--- src/rtl/intr_gate_pkg.sv ---
package intr_gate_pkg;
  typedef enum logic [1:0] {
    SEQ_IDLE = 2'd0,
    SEQ_ACK1 = 2'd1,
    SEQ_ACK2 = 2'd2
  } seq_e;
endpackage

--- src/rtl/intr_sync.sv ---
module intr_sync #(
  parameter int W      = 2,
  parameter int STAGES = 2
) (
  input  logic         clk_i,
  input  logic         rst_ni,
  input  logic [W-1:0] d_i,
  output logic [W-1:0] q_o
);
  logic [STAGES-1:0][W-1:0] chain_q;

  generate
    if (STAGES == 1) begin : g_one
      always_ff @(posedge clk_i or negedge rst_ni) begin
        if (!rst_ni) chain_q <= '0;
        else         chain_q <= d_i;
      end
    end else begin : g_many
      always_ff @(posedge clk_i or negedge rst_ni) begin
        if (!rst_ni) chain_q <= '0;
        else         chain_q <= {chain_q[STAGES-2:0], d_i};
      end
    end
  endgenerate

  assign q_o = chain_q[STAGES-1];
endmodule

--- src/rtl/intr_lvl_qual.sv ---
module intr_lvl_qual #(
  parameter int QUAL = 8
) (
  input  logic clk_i,
  input  logic rst_ni,
  input  logic lvl_i,
  output logic qual_o
);
  localparam int CW = $clog2(QUAL + 1);
  logic [CW-1:0] cnt_q;

  always_ff @(posedge clk_i or negedge rst_ni) begin
    if (!rst_ni)                 cnt_q <= '0;
    else if (!lvl_i)             cnt_q <= '0;
    else if (cnt_q != CW'(QUAL)) cnt_q <= cnt_q + 1'b1;
  end

  assign qual_o = (cnt_q == CW'(QUAL));
endmodule

--- src/rtl/intr_edge_qual.sv ---
module intr_edge_qual #(
  parameter int QUAL = 8
) (
  input  logic clk_i,
  input  logic rst_ni,
  input  logic lvl_i,
  output logic det_o
);
  localparam int CW = $clog2(QUAL + 1);
  logic [CW-1:0] lo_cnt_q, hi_cnt_q;
  logic          armed_q;

  // armed_q: the most recent low run lasted at least QUAL clocks
  assign det_o = lvl_i && armed_q && (hi_cnt_q == CW'(QUAL - 1));

  always_ff @(posedge clk_i or negedge rst_ni) begin
    if (!rst_ni) begin
      lo_cnt_q <= '0;
      hi_cnt_q <= '0;
      armed_q  <= 1'b0;
    end else if (lvl_i) begin
      lo_cnt_q <= '0;
      if (hi_cnt_q != CW'(QUAL)) hi_cnt_q <= hi_cnt_q + 1'b1;
      if (det_o) armed_q <= 1'b0;
    end else begin
      hi_cnt_q <= '0;
      if (lo_cnt_q != CW'(QUAL)) lo_cnt_q <= lo_cnt_q + 1'b1;
      armed_q <= (lo_cnt_q >= CW'(QUAL - 1));
    end
  end
endmodule

--- src/rtl/intr_ack_seq.sv ---
module intr_ack_seq
  import intr_gate_pkg::*;
(
  input  logic clk_i,
  input  logic rst_ni,
  input  logic start_i,
  input  logic done_i,
  output logic idle_o,
  output logic req_o,
  output logic sel_o,
  output logic fin_o
);
  seq_e st_q, st_d;

  always_comb begin
    st_d = st_q;
    unique case (st_q)
      SEQ_IDLE: if (start_i) st_d = SEQ_ACK1;
      SEQ_ACK1: if (done_i)  st_d = SEQ_ACK2;
      SEQ_ACK2: if (done_i)  st_d = SEQ_IDLE;
      default:               st_d = SEQ_IDLE;
    endcase
  end

  always_ff @(posedge clk_i or negedge rst_ni) begin
    if (!rst_ni) st_q <= SEQ_IDLE;
    else         st_q <= st_d;
  end

  assign idle_o = (st_q == SEQ_IDLE);
  assign req_o  = (st_q == SEQ_ACK1) || (st_q == SEQ_ACK2);
  assign sel_o  = (st_q == SEQ_ACK2);
  assign fin_o  = (st_q == SEQ_ACK2) && done_i;
endmodule

--- src/rtl/intr_gate.sv ---
module intr_gate #(
  parameter int VEC_W       = 8,
  parameter int QUAL_CYC    = 8,
  parameter int SYNC_STAGES = 2,
  parameter int NMI_VEC     = 2
) (
  input  logic             clk_i,
  input  logic             rst_ni,
  input  logic             mreq_i,
  input  logic             nmreq_i,
  input  logic             ie_flag_i,
  input  logic             bound_i,
  input  logic             defer_i,
  input  logic             iret_i,
  input  logic             ack_done_i,
  input  logic [VEC_W-1:0] ack_data_i,
  output logic             take_o,
  output logic [VEC_W-1:0] vec_o,
  output logic             ack_req_o,
  output logic             ack_sel_o
);
  localparam int NSRC = 2;
  localparam logic [VEC_W-1:0] NMI_CODE = VEC_W'(NMI_VEC);

  logic [NSRC-1:0] raw, syn;
  logic m_qual, n_det;
  logic seq_idle, seq_fin;
  logic can_take, nmi_take, m_take;
  logic nmi_busy_q, nmi_pend_q;
  logic take_q;
  logic [VEC_W-1:0] vec_q;

  assign raw = {nmreq_i, mreq_i};

  intr_sync #(.W(NSRC), .STAGES(SYNC_STAGES)) u_sync (
    .clk_i (clk_i),
    .rst_ni(rst_ni),
    .d_i   (raw),
    .q_o   (syn)
  );

  intr_lvl_qual #(.QUAL(QUAL_CYC)) u_mqual (
    .clk_i (clk_i),
    .rst_ni(rst_ni),
    .lvl_i (syn[0]),
    .qual_o(m_qual)
  );

  intr_edge_qual #(.QUAL(QUAL_CYC)) u_nqual (
    .clk_i (clk_i),
    .rst_ni(rst_ni),
    .lvl_i (syn[1]),
    .det_o (n_det)
  );

  // boundaries are ignored while an acknowledge sequence owns the bus
  assign can_take = bound_i && !defer_i && seq_idle;
  assign nmi_take = can_take && nmi_pend_q && !nmi_busy_q;
  assign m_take   = can_take && !nmi_take && m_qual && ie_flag_i;

  intr_ack_seq u_seq (
    .clk_i  (clk_i),
    .rst_ni (rst_ni),
    .start_i(m_take),
    .done_i (ack_done_i),
    .idle_o (seq_idle),
    .req_o  (ack_req_o),
    .sel_o  (ack_sel_o),
    .fin_o  (seq_fin)
  );

  always_ff @(posedge clk_i or negedge rst_ni) begin
    if (!rst_ni) begin
      nmi_busy_q <= 1'b0;
      nmi_pend_q <= 1'b0;
    end else begin
      if (nmi_take)    nmi_busy_q <= 1'b1;
      else if (iret_i) nmi_busy_q <= 1'b0;
      // single pending slot: further edges merge into it
      if (n_det)         nmi_pend_q <= 1'b1;
      else if (nmi_take) nmi_pend_q <= 1'b0;
    end
  end

  always_ff @(posedge clk_i or negedge rst_ni) begin
    if (!rst_ni) begin
      take_q <= 1'b0;
      vec_q  <= '0;
    end else begin
      take_q <= nmi_take || seq_fin;
      if (nmi_take)     vec_q <= NMI_CODE;
      else if (seq_fin) vec_q <= ack_data_i;
    end
  end

  assign take_o = take_q;
  assign vec_o  = vec_q;
endmodule

--- config.mk ---
export PLATFORM = sky130hd
export DESIGN_NAME = intr_gate
export DESIGN_NICKNAME = d
export VERILOG_FILES = /design/src/rtl/intr_gate_pkg.sv /design/src/rtl/intr_sync.sv /design/src/rtl/intr_lvl_qual.sv /design/src/rtl/intr_edge_qual.sv /design/src/rtl/intr_ack_seq.sv /design/src/rtl/intr_gate.sv
export SDC_FILE = /design/constraint.sdc
export NUM_CORES = 1
export LEC_CHECK = 0
export ABC_AREA = 1
export BUFFER_PORTS_ARGS = -buffer_cell sky130_fd_sc_hd__buf_2
export CAP_MARGIN = 20
export CORE_AREA = 2 2 58 60
export DETAILED_ROUTE_END_ITERATION = 7
export DIE_AREA = 0 0 60 62
export PLACE_DENSITY = 0.71
export SYNTH_ARGS = -nofsm -noshare
export SYNTH_HDL_FRONTEND = slang
export SYNTH_SLANG_ARGS = --single-unit
--- constraint.sdc ---
create_clock -name clk_i -period 1.51 [get_ports clk_i]
set_clock_uncertainty 0.1 [all_clocks]
set_input_delay 0.2265 -clock clk_i [delete_from_list [all_inputs] [get_ports clk_i]]
set_output_delay 0.2265 -clock clk_i [all_outputs]
set_load 0.005 [all_outputs]
==> results of run 1 <==
## final timing paths
kind                              startpoint             endpoint  slack [ps]
max                            u_seq.st_q[1]            ack_req_o          -8
min                            ack_data_i[1]             vec_o[1]          80
max reg2reg                    u_seq.st_q[1]             vec_o[3]          90
min reg2reg                u_sync.chain_q[0]        u_sync.q_o[0]         250
max in group asynchronous             rst_ni     u_mqual.cnt_q[0]         530
min in group asynchronous             rst_ni  u_nqual.lo_cnt_q[3]         350
## tightest hold or removal path: stages
cell	delay [ps]
buf_2	70
nor2_1	30
o21ai_0	140
## flip-flops by register name (all words and copies together), names as in the netlist
| register | flops |
|---|---|
| nmi_busy_q | 1 |
| nmi_pend_q | 1 |
| take_o | 1 |
| u_mqual.cnt_q | 4 |
| u_nqual.armed_q | 1 |
| u_nqual.hi_cnt_q | 4 |
| u_nqual.lo_cnt_q | 4 |
| u_seq.st_q | 2 |
| u_sync.chain_q | 2 |
| u_sync.q_o | 2 |
| vec_o | 8 |
## what timing repair did
item / in CTS / in global routing
setup buffers: 1 / 1
pin swaps: 0 / 0
hold endpoints to repair: 33 / 0
gates resized for setup: 3 / 2
endpoints found under the setup margin: 2 / 7
hold buffers: 4 / 0
## layout make-up
cell class,count,area share [%]
Multi-Input combinational cell,90,31.9
Clock buffer,5,2.15
Sequential cell,30,43.0
Tap cell,46,3.30
Timing Repair Buffer,35,11.7
Inverter,26,5.59
Clock inverter,3,2.29
## through the flow
step                      setup WS, ps  area (um2)  instances  power [W]  setup TNS (ps)
after floorplan                   49.3        1420        147    0.00151               0
after global placement            78.6        1610        221    0.00174               0
after detailed placement          28.9        1610        221    0.00177               0
after CTS                        -12.1        1740        234    0.00244           -12.1
after global routing             -56.6        1750        235    0.00259            -103
final                            -7.81        1750        235    0.00241           -7.81
## cells in the final DEF (no fill, tap or decap), types with 4 or more instances in the layout
cell type,instances
buf_2,27
dlygate4sd3_1,4
mux2_2,7
inv_2,4
nand3_1,11
o21ai_0,11
nand2_1,28
nor2_1,10
inv_1,22
buf_4,4
dfrtp_1,30
ha_1,10
clkbuf_4,5
## where the power goes
group | switching [W] | internal (W) | leakage (nW) | total, W
Clock | 0.000275 | 0.000343 | 0.0450 | 0.000617
Combinational | 0.000362 | 0.000364 | 0.533 | 0.000726
Sequential | 0.0000920 | 0.000971 | 0.384 | 0.00106
Total | 0.000728 | 0.00168 | 0.962 | 0.00241
## cells by family after synthesis
logic type / Yosys count / share of synthesized area, %
buffers and inverters: 27 / 7.69
flip-flops: 30 / 53.1
AO/OA/AOI/OAI: 15 / 5.66
AND/OR/NAND/NOR: 54 / 16.4
adder cells (fa/ha/maj): 11 / 9.73
multiplexers: 7 / 5.57
XOR/XNOR: 3 / 1.86
## layer usage
metal / part of all wire, % / up-vias / GRT usage, %
met2: 49 / 25 / 24.4
met4: 2.2 / 0 / 7.62
met1: 44 / 516 / 17.0
met5: 0 / - / 0
met3: 4.6 / 7 / 5.18
li1: - / 543 / -
==> reports/qor.yml, run 1 <==
run_status:
  status: "finished, violations left"
  violations: "negative setup slack"
hold_path:
  hp-class: "input pin to flip-flop"
  hold_depth: 3
cells_and_area:
  n_antenna_cell: 0
  seq_area_um2: 751
  area_growth_pct: 23.4
  fin_nets: 216
  n_fill_cell: 302
  multi_input_area_um2: 558
  drive_gt1_share_pct: 28.0
  postLayoutCoreUtil_pct: 54.9
worst_setup_path:
  slowest_delay_ps: 410
  startpoint_type: "flip-flop"
  worstPathCellList: "inv_2 > ha_1 > buf_2"
  crit_family: "flip-flops"
  cp_data_required_time_ps: 1180
  crit_arrival_ps: 1190
  crit_buf_inv: 2
  crit_fanout: 3
  end_kind: "output pin"
  cp.depth: 3
  r2r_cells: 5
  worstSetupPathType: "flip-flop to output pin"
  cp_slowest_cell: "dfrtp_1"
yosys:
  ys.flop_type: "dfrtp_1"
  synth-edff-count: 0
  synth_largest_area_cell: "dfrtp_1"
  ys_top_cells_by_count: "dfrtp_1 (30), nand2_1 (28), inv_1 (26)"
  syn_area_um2: 1420
  yosysWarnings: 0
  async_flop_share_pct: 100
  synth.avg_cell_area_um2: 9.63
  ys_ff_latch: 30
  synth_cells: 147
  synthTopCellsByArea: "dfrtp_1 (53%), ha_1 (9.7%), nand2_1 (7.4%)"
  seq_area_frac_synth_pct: 53.1
  synthDistinctLibCells: 18
  syn-num-nets: 175
  synth.most_common_cell: "dfrtp_1"
  synth_top_area_share_pct: 53.1
drt:
  drc: 0
  postRouteAntennaNets: 0
  route.detailed.wl_per_inst_um: 10.2
  vias: 1091
  viasPerCell: 4.64
  drt-total-wl_um: 2390
  drtIter0Drc: 41
  dr.pass1.iters: 4
floorplan:
  dieArea_um2: 3720
  ioPinCount: 28
  num_rows: 21
  die_y_um: 62
  dieWidth_um: 60
  core_um2: 3180
  initial_utilization_pct: 44.5
timing:
  slew_viol_final: 0
  max-slew-margin-rel_pct: 56.6
  setup_viol: 1
  worstMarginPinSlew_ps: 650
  fin_ws_ps: -7.81
  hold_viol: 0
  clock.fmax_ghz: 0.659
  rsz0062_at_grt: "yes"
  hold_ws_ps: 80.7
  period_share_pct: 101
  fin_crit_ps: 1520
placement:
  dp_hpwl_um: 1750
  numPortBuffers: 27
  gp_congestion: 0.706
cts:
  clock_path_buffers: 2
  clk_pin_slew_worst_paths_ps: 100
  cts-buffers-inserted: 5
  clock_latency_ps: 330
  cts_tree: "yes"
  htree_levels: 2
  cts.sinks: 30
  root_buffer: "clkbuf_4"
pwr:
  powerDensity_nw_per_um2: 1380
  leakage_nw: 0.962
  vdd_drop_max_v: 0.000553
global_route:
  grtUsageTotal_pct: 14.7
  grt_pass1_vias: 987
  grt_overflow: 0
  grt_antenna_before_repair: 0
  grt_pass1_wl_um: 3940
  grt_max_degree: 31
run:
  drv_cap: 0
(Power assumes the default switching activity.)
==> run 2: changes to the inputs <==
- CAP_MARGIN: 20 -> unset
- PLACE_DENSITY: 0.71 -> 0.73
- SETUP_SLACK_MARGIN: unset -> 0.15
==> reports/qor.yml, run 2 (synthesized netlist as in run 1, its figures left out) <==
run_status:
  status: "complete, no violations"
pwr:
  internal_power_w: 0.00197
  power_frac_seq_pct: 37.2
  powerDensity_nw_per_um2: 1420
  p_switching_w: 0.000944
  swShare_pct: 32.4
  clkPwrFrac_pct: 19.9
  vdd_drop_max_v: 0.000709
  power_frac_comb_pct: 42.8
  leakage_nw: 1.08
run:
  drv_cap: 0
timing:
  hold_viol: 0
  worstMarginPinSlew_ps: 644
  fin_crit_ps: 1510
  period_share_pct: 99.7
  setup_viol: 0
  rsz0062_at_grt: "yes"
  slew_viol_final: 0
  hold_ws_ps: 78.5
  clock.fmax_ghz: 0.664
  max-slew-margin-rel_pct: 57.1
placement:
  numPortBuffers: 27
  placed_cells: 220
  dp_hpwl_um: 1940
  gp_congestion: 0.684
worst_setup_path:
  worstSetupPathType: "flip-flop to output pin"
  end_kind: "output pin"
  crit_fanout: 4
  reg2reg_slack_ps: 60
  crit_arrival_ps: 1180
  cp_data_required_time_ps: 1180
  startpoint_type: "flip-flop"
global_route:
  grt_overflow: 0
  grt_pass1_wl_um: 4620
  grtUsageTotal_pct: 17.7
  grt_pass1_vias: 1106
  grt_antenna_before_repair: 0
  grt_max_degree: 31
drt:
  viasPerCell: 4.68
  drc: 0
  drt-total-wl_um: 3220
  postRouteAntennaNets: 0
  route.detailed.wl_per_inst_um: 12.8
  dr.pass1.iters: 5
  drtIter0Drc: 55
  vias: 1174
cts:
  clock_path_buffers: 2
  clock_latency_ps: 330
  cts.sinks: 30
  root_buffer: "clkbuf_4"
  cts-buffers-inserted: 5
  cts_tree: "yes"
  htree_levels: 2
  clk_pin_slew_worst_paths_ps: 90
cells_and_area:
  layout_common_cells: "dfrtp_1 (30), buf_2 (25), nand2_1 (20)"
  final_common_cell: "dfrtp_1"
  fin_nets: 232
  largest_register_ff_count: 8
  n_antenna_cell: 0
  area_growth_pct: 45.6
  finalNonFillerCells: 251
  drive_gt1_share_pct: 46.8
floorplan:
  die_y_um: 62
  num_rows: 21
  initial_utilization_pct: 44.5
  core_um2: 3180
  dieArea_um2: 3720
  dieWidth_um: 60
  ioPinCount: 28
hold_path:
  hp-class: "input pin to flip-flop"
==> run 2: cell count changes in the layout (fill, tap and decap cells not counted), sizes merged <==
cell and delta:
clkinvlp +1, bufinv -1, clkinv -1, buf +15
inv -1, clkbuf +3
==> run 2: worst paths after layout <==
check,end,depth (start not counted),start
min in group asynchronous,u_nqual.hi_cnt_q[0],2,rst_ni
min reg2reg,u_sync.q_o[0],0,u_sync.chain_q[0]
max,ack_sel_o,3,u_seq.st_q[1]
max in group asynchronous,u_mqual.cnt_q[3],2,rst_ni
max reg2reg,nmi_pend_q,7,u_seq.st_q[0]
min,vec_o[1],3,ack_data_i[1]
==> run 2: cell type report <==
type,instances,area [um2]
Sequential cell,30,751
Tap cell,46,57.6
Timing Repair inverter,1,7.51
Timing Repair Buffer,50,338
Multi-Input combinational cell,90,726
Fill cell,233,1120
Inverter,26,103
Clock buffer,8,78.8
==> run 2: what timing repair did <==
item,CTS,global route
gates resized for setup,14,43
pin swaps,8,9
hold buffers,4,0
setup endpoints to repair,15,17
endpoints found under the hold margin,33,0
buffers inserted,14,4
gates cloned,0,1
==> run 2: critical path, stage by stage (launching register included) <==
cell and delay (ps):
dfrtp_1 420, buf_6 130, ha_4 180, buf_6 120
==> run 2: per-layer routing <==
metal | share of wire [%] | track usage (%) | vias up
met5 | 0 | 0 | -
met4 | 3.0 | 10.2 | 0
met3 | 4.1 | 6.21 | 13
met2 | 55 | 31.4 | 28
met1 | 37 | 18.1 | 557
li1 | - | - | 576
==> run 2: through the flow <==
step | cell area (um2) | TNS, ps | total power (W) | worst slack, ps | utilization [%]
final | 2060 | 0 | 0.00292 | 4.04 | 64.8
after global routing | 2060 | -67.1 | 0.00312 | -35.9 | 64.8
after CTS | 1890 | 0 | 0.00264 | 10.5 | 59.5
after detailed placement | 1620 | 0 | 0.00180 | 11.5 | 50.8
after global placement | 1620 | 0 | 0.00175 | 56.5 | 50.8
after floorplan | 1430 | 0 | 0.00153 | 168 | -
==> run 2: power groups by stage <==
| stage | clock network, W | logic (W) | registers [W] |
|---|---|---|---|
| CTS | 0.000596 | 0.000969 | 0.00108 |
| global placement | 0 | 0.000666 | 0.00108 |
| detailed placement | 0 | 0.000699 | 0.00110 |
| finish | 0.000582 | 0.00125 | 0.00109 |
| global route | 0.000629 | 0.00139 | 0.00110 |
| floorplan | 0 | 0.000439 | 0.00109 |
==> run 3: changes to the inputs <==
- CORE_AREA: 2 2 58 60 -> 2 2 59 61
- DIE_AREA: 0 0 60 62 -> 0 0 61 63
- PLACE_DENSITY: 0.73 -> 0.75
- SYNTH_HIERARCHICAL: unset -> 1
- TNS_END_PERCENT: unset -> 30
==> reports/qor.yml, run 3 <==
hold_path:
  hold_depth: 3
  min_from: "ack_data_i[1]"
  hp-class: "input pin to flip-flop"
floorplan:
  dieWidth_um: 61
  die_y_um: 63
  core_um2: 3230
  dieArea_um2: 3840
  num_rows: 21
  ioPinCount: 28
  initial_utilization_pct: 46.9
drt:
  drt-total-wl_um: 3040
  vias: 1272
  postRouteAntennaNets: 0
  drtIter0Drc: 40
  viasPerCell: 4.64
  dr.pass1.iters: 4
  drc: 0
  route.detailed.wl_per_inst_um: 11.1
cts:
  root_buffer: "clkbuf_4"
  clock_path_buffers: 2
  clk_pin_slew_worst_paths_ps: 100
  htree_levels: 2
  cts_tree: "yes"
  cts.sinks: 30
  clock_latency_ps: 320
  cts-buffers-inserted: 5
global_route:
  grt_antenna_before_repair: 0
  grt_overflow: 0
  grt_pass1_vias: 1188
  grtUsageTotal_pct: 17.2
  grt_max_degree: 31
  grt_pass1_wl_um: 4910
timing:
  clock.fmax_ghz: 0.652
  fin_crit_ps: 1530
  fin_ws_ps: -24.1
  hold_viol: 0
  max-slew-margin-rel_pct: 75.0
  worstMarginPinSlew_ps: 375
  period_share_pct: 102
  rsz0062_at_grt: "yes"
  setup_viol: 1
  slew_viol_final: 0
run:
  drv_cap: 0
cells_and_area:
  drive_gt1_share_pct: 35.5
  finalNonFillerCells: 274
  layout_common_cells: "nand2_1 (40), dfrtp_1 (30), buf_2 (25)"
  area_growth_pct: 32.7
  final_common_cell: "nand2_1"
  n_antenna_cell: 0
  finalInstanceArea_um2: 2010
  postLayoutCoreUtil_pct: 62.2
  fin_nets: 254
  largest_register_ff_count: 8
yosys:
  synthTopCellsByArea: "dfrtp_1 (50%), nand2_1 (11%), ha_1 (8.3%)"
  synth.most_common_cell: "nand2_1"
  synth_top_area_share_pct: 49.5
  seq_area_frac_synth_pct: 49.5
  synthDistinctLibCells: 18
  synth.avg_cell_area_um2: 8.51
  async_flop_share_pct: 100
  ys.flop_type: "dfrtp_1"
  synth_cells: 178
  syn-num-nets: 205
  yosysWarnings: 6
  ys_top_cells_by_count: "nand2_1 (44), dfrtp_1 (30), inv_1 (23), nor2_1 (23), nand3_1 (18)"
  ys_ff_latch: 30
  syn_area_um2: 1520
  synth_largest_area_cell: "dfrtp_1"
  synth-edff-count: 0
worst_setup_path:
  r2r_cells: 8
  worstSetupPathType: "flip-flop to output pin"
  r2r-start: "u_seq/st_q[1]"
  crit_fanout: 3
  end_kind: "output pin"
  startpoint_type: "flip-flop"
  cp_data_required_time_ps: 1180
  crit_arrival_ps: 1210
  crit_path_start: "u_seq/st_q[1]"
placement:
  numPortBuffers: 27
  placed_cells: 254
  dp_hpwl_um: 1900
  placed_area_um2: 1730
  gp_congestion: 0.838
pwr:
  power_w: 0.00162
  powerDensity_nw_per_um2: 808
  leakage_nw: 1.06
  vdd_drop_max_v: 0.000584
run_status:
  status: "finished, violations left"
  violations: "negative setup slack"
==> run 3: per-stage QoR <==
stage / TNS, ps / worst slack [ps] / hold slack [ps]
floorplan: 0 / 18.5 / -169
global placement: 0 / 32.7 / 151
detailed placement: -8.37 / -8.37 / 155
CTS: -20.1 / -12.9 / 50.7
global route: -247 / -89.2 / 46.0
finish: -24.1 / -24.1 / 63.1
==> run 3: power by group <==
group / internal [W] / switching (W) / total, W
registers: 0.000851 / 0.0000428 / 0.000894
logic: 0.000109 / 0.000125 / 0.000234
clock network: 0.000224 / 0.000273 / 0.000497
==> run 3: worst paths after layout <==
check,to,slack (ps)
setup reg to reg,u_seq/st_q[0],10
hold / removal,vec_o[1],60
min in group asynchronous,u_nqual/hi_cnt_q[2],330
setup / recovery,ack_req_o,-20
hold reg to reg,u_sync/q_o[0],250
max in group asynchronous,u_nqual/hi_cnt_q[0],700
==> run 3: cell families (layout without fill, tap and decap cells) <==
logic type,count (synthesis),after routing,share of synthesized area (%)
AO/OA/AOI/OAI,11,11,5.04
XOR/XNOR,2,2,1.16
adder cells (fa/ha/maj),10,10,8.26
buffers and inverters,29,79,8.42
flip-flops,30,30,49.5
AND/OR/NAND/NOR,96,96,27.6
==> run 3: layout make-up <==
type	count	area, um2
fill	271	1220
sequential	30	751
multi-input combinational	119	732
timing repair buffer	46	308
inverter	25	98.8
tap	46	57.6
clock buffer	6	51.3
clock inverter	2	12.5
==> run 3: critical path: stages (launching register included) <==
cell,delay [ps]
dfrtp_1,450
inv_2,80
ha_4,270
buf_6,80
==> run 3: timing repair <==
item,4_1_cts,5_1_grt
gates resized for setup,19,21
hold buffers,4,0
pin swaps,7,11
buffers inserted,6,2
endpoints found under the hold margin,33,0
setup endpoints to repair,14,15
==> run 3: layer usage <==
metal / up-vias / share of wire, % / global-route usage (%)
met4: 0 / 0.62 / 5.71
met3: 2 / 3.8 / 6.42
met2: 27 / 54 / 28.4
li1: 654 / - / -
met1: 589 / 42 / 20.1
met5: - / 0 / 0
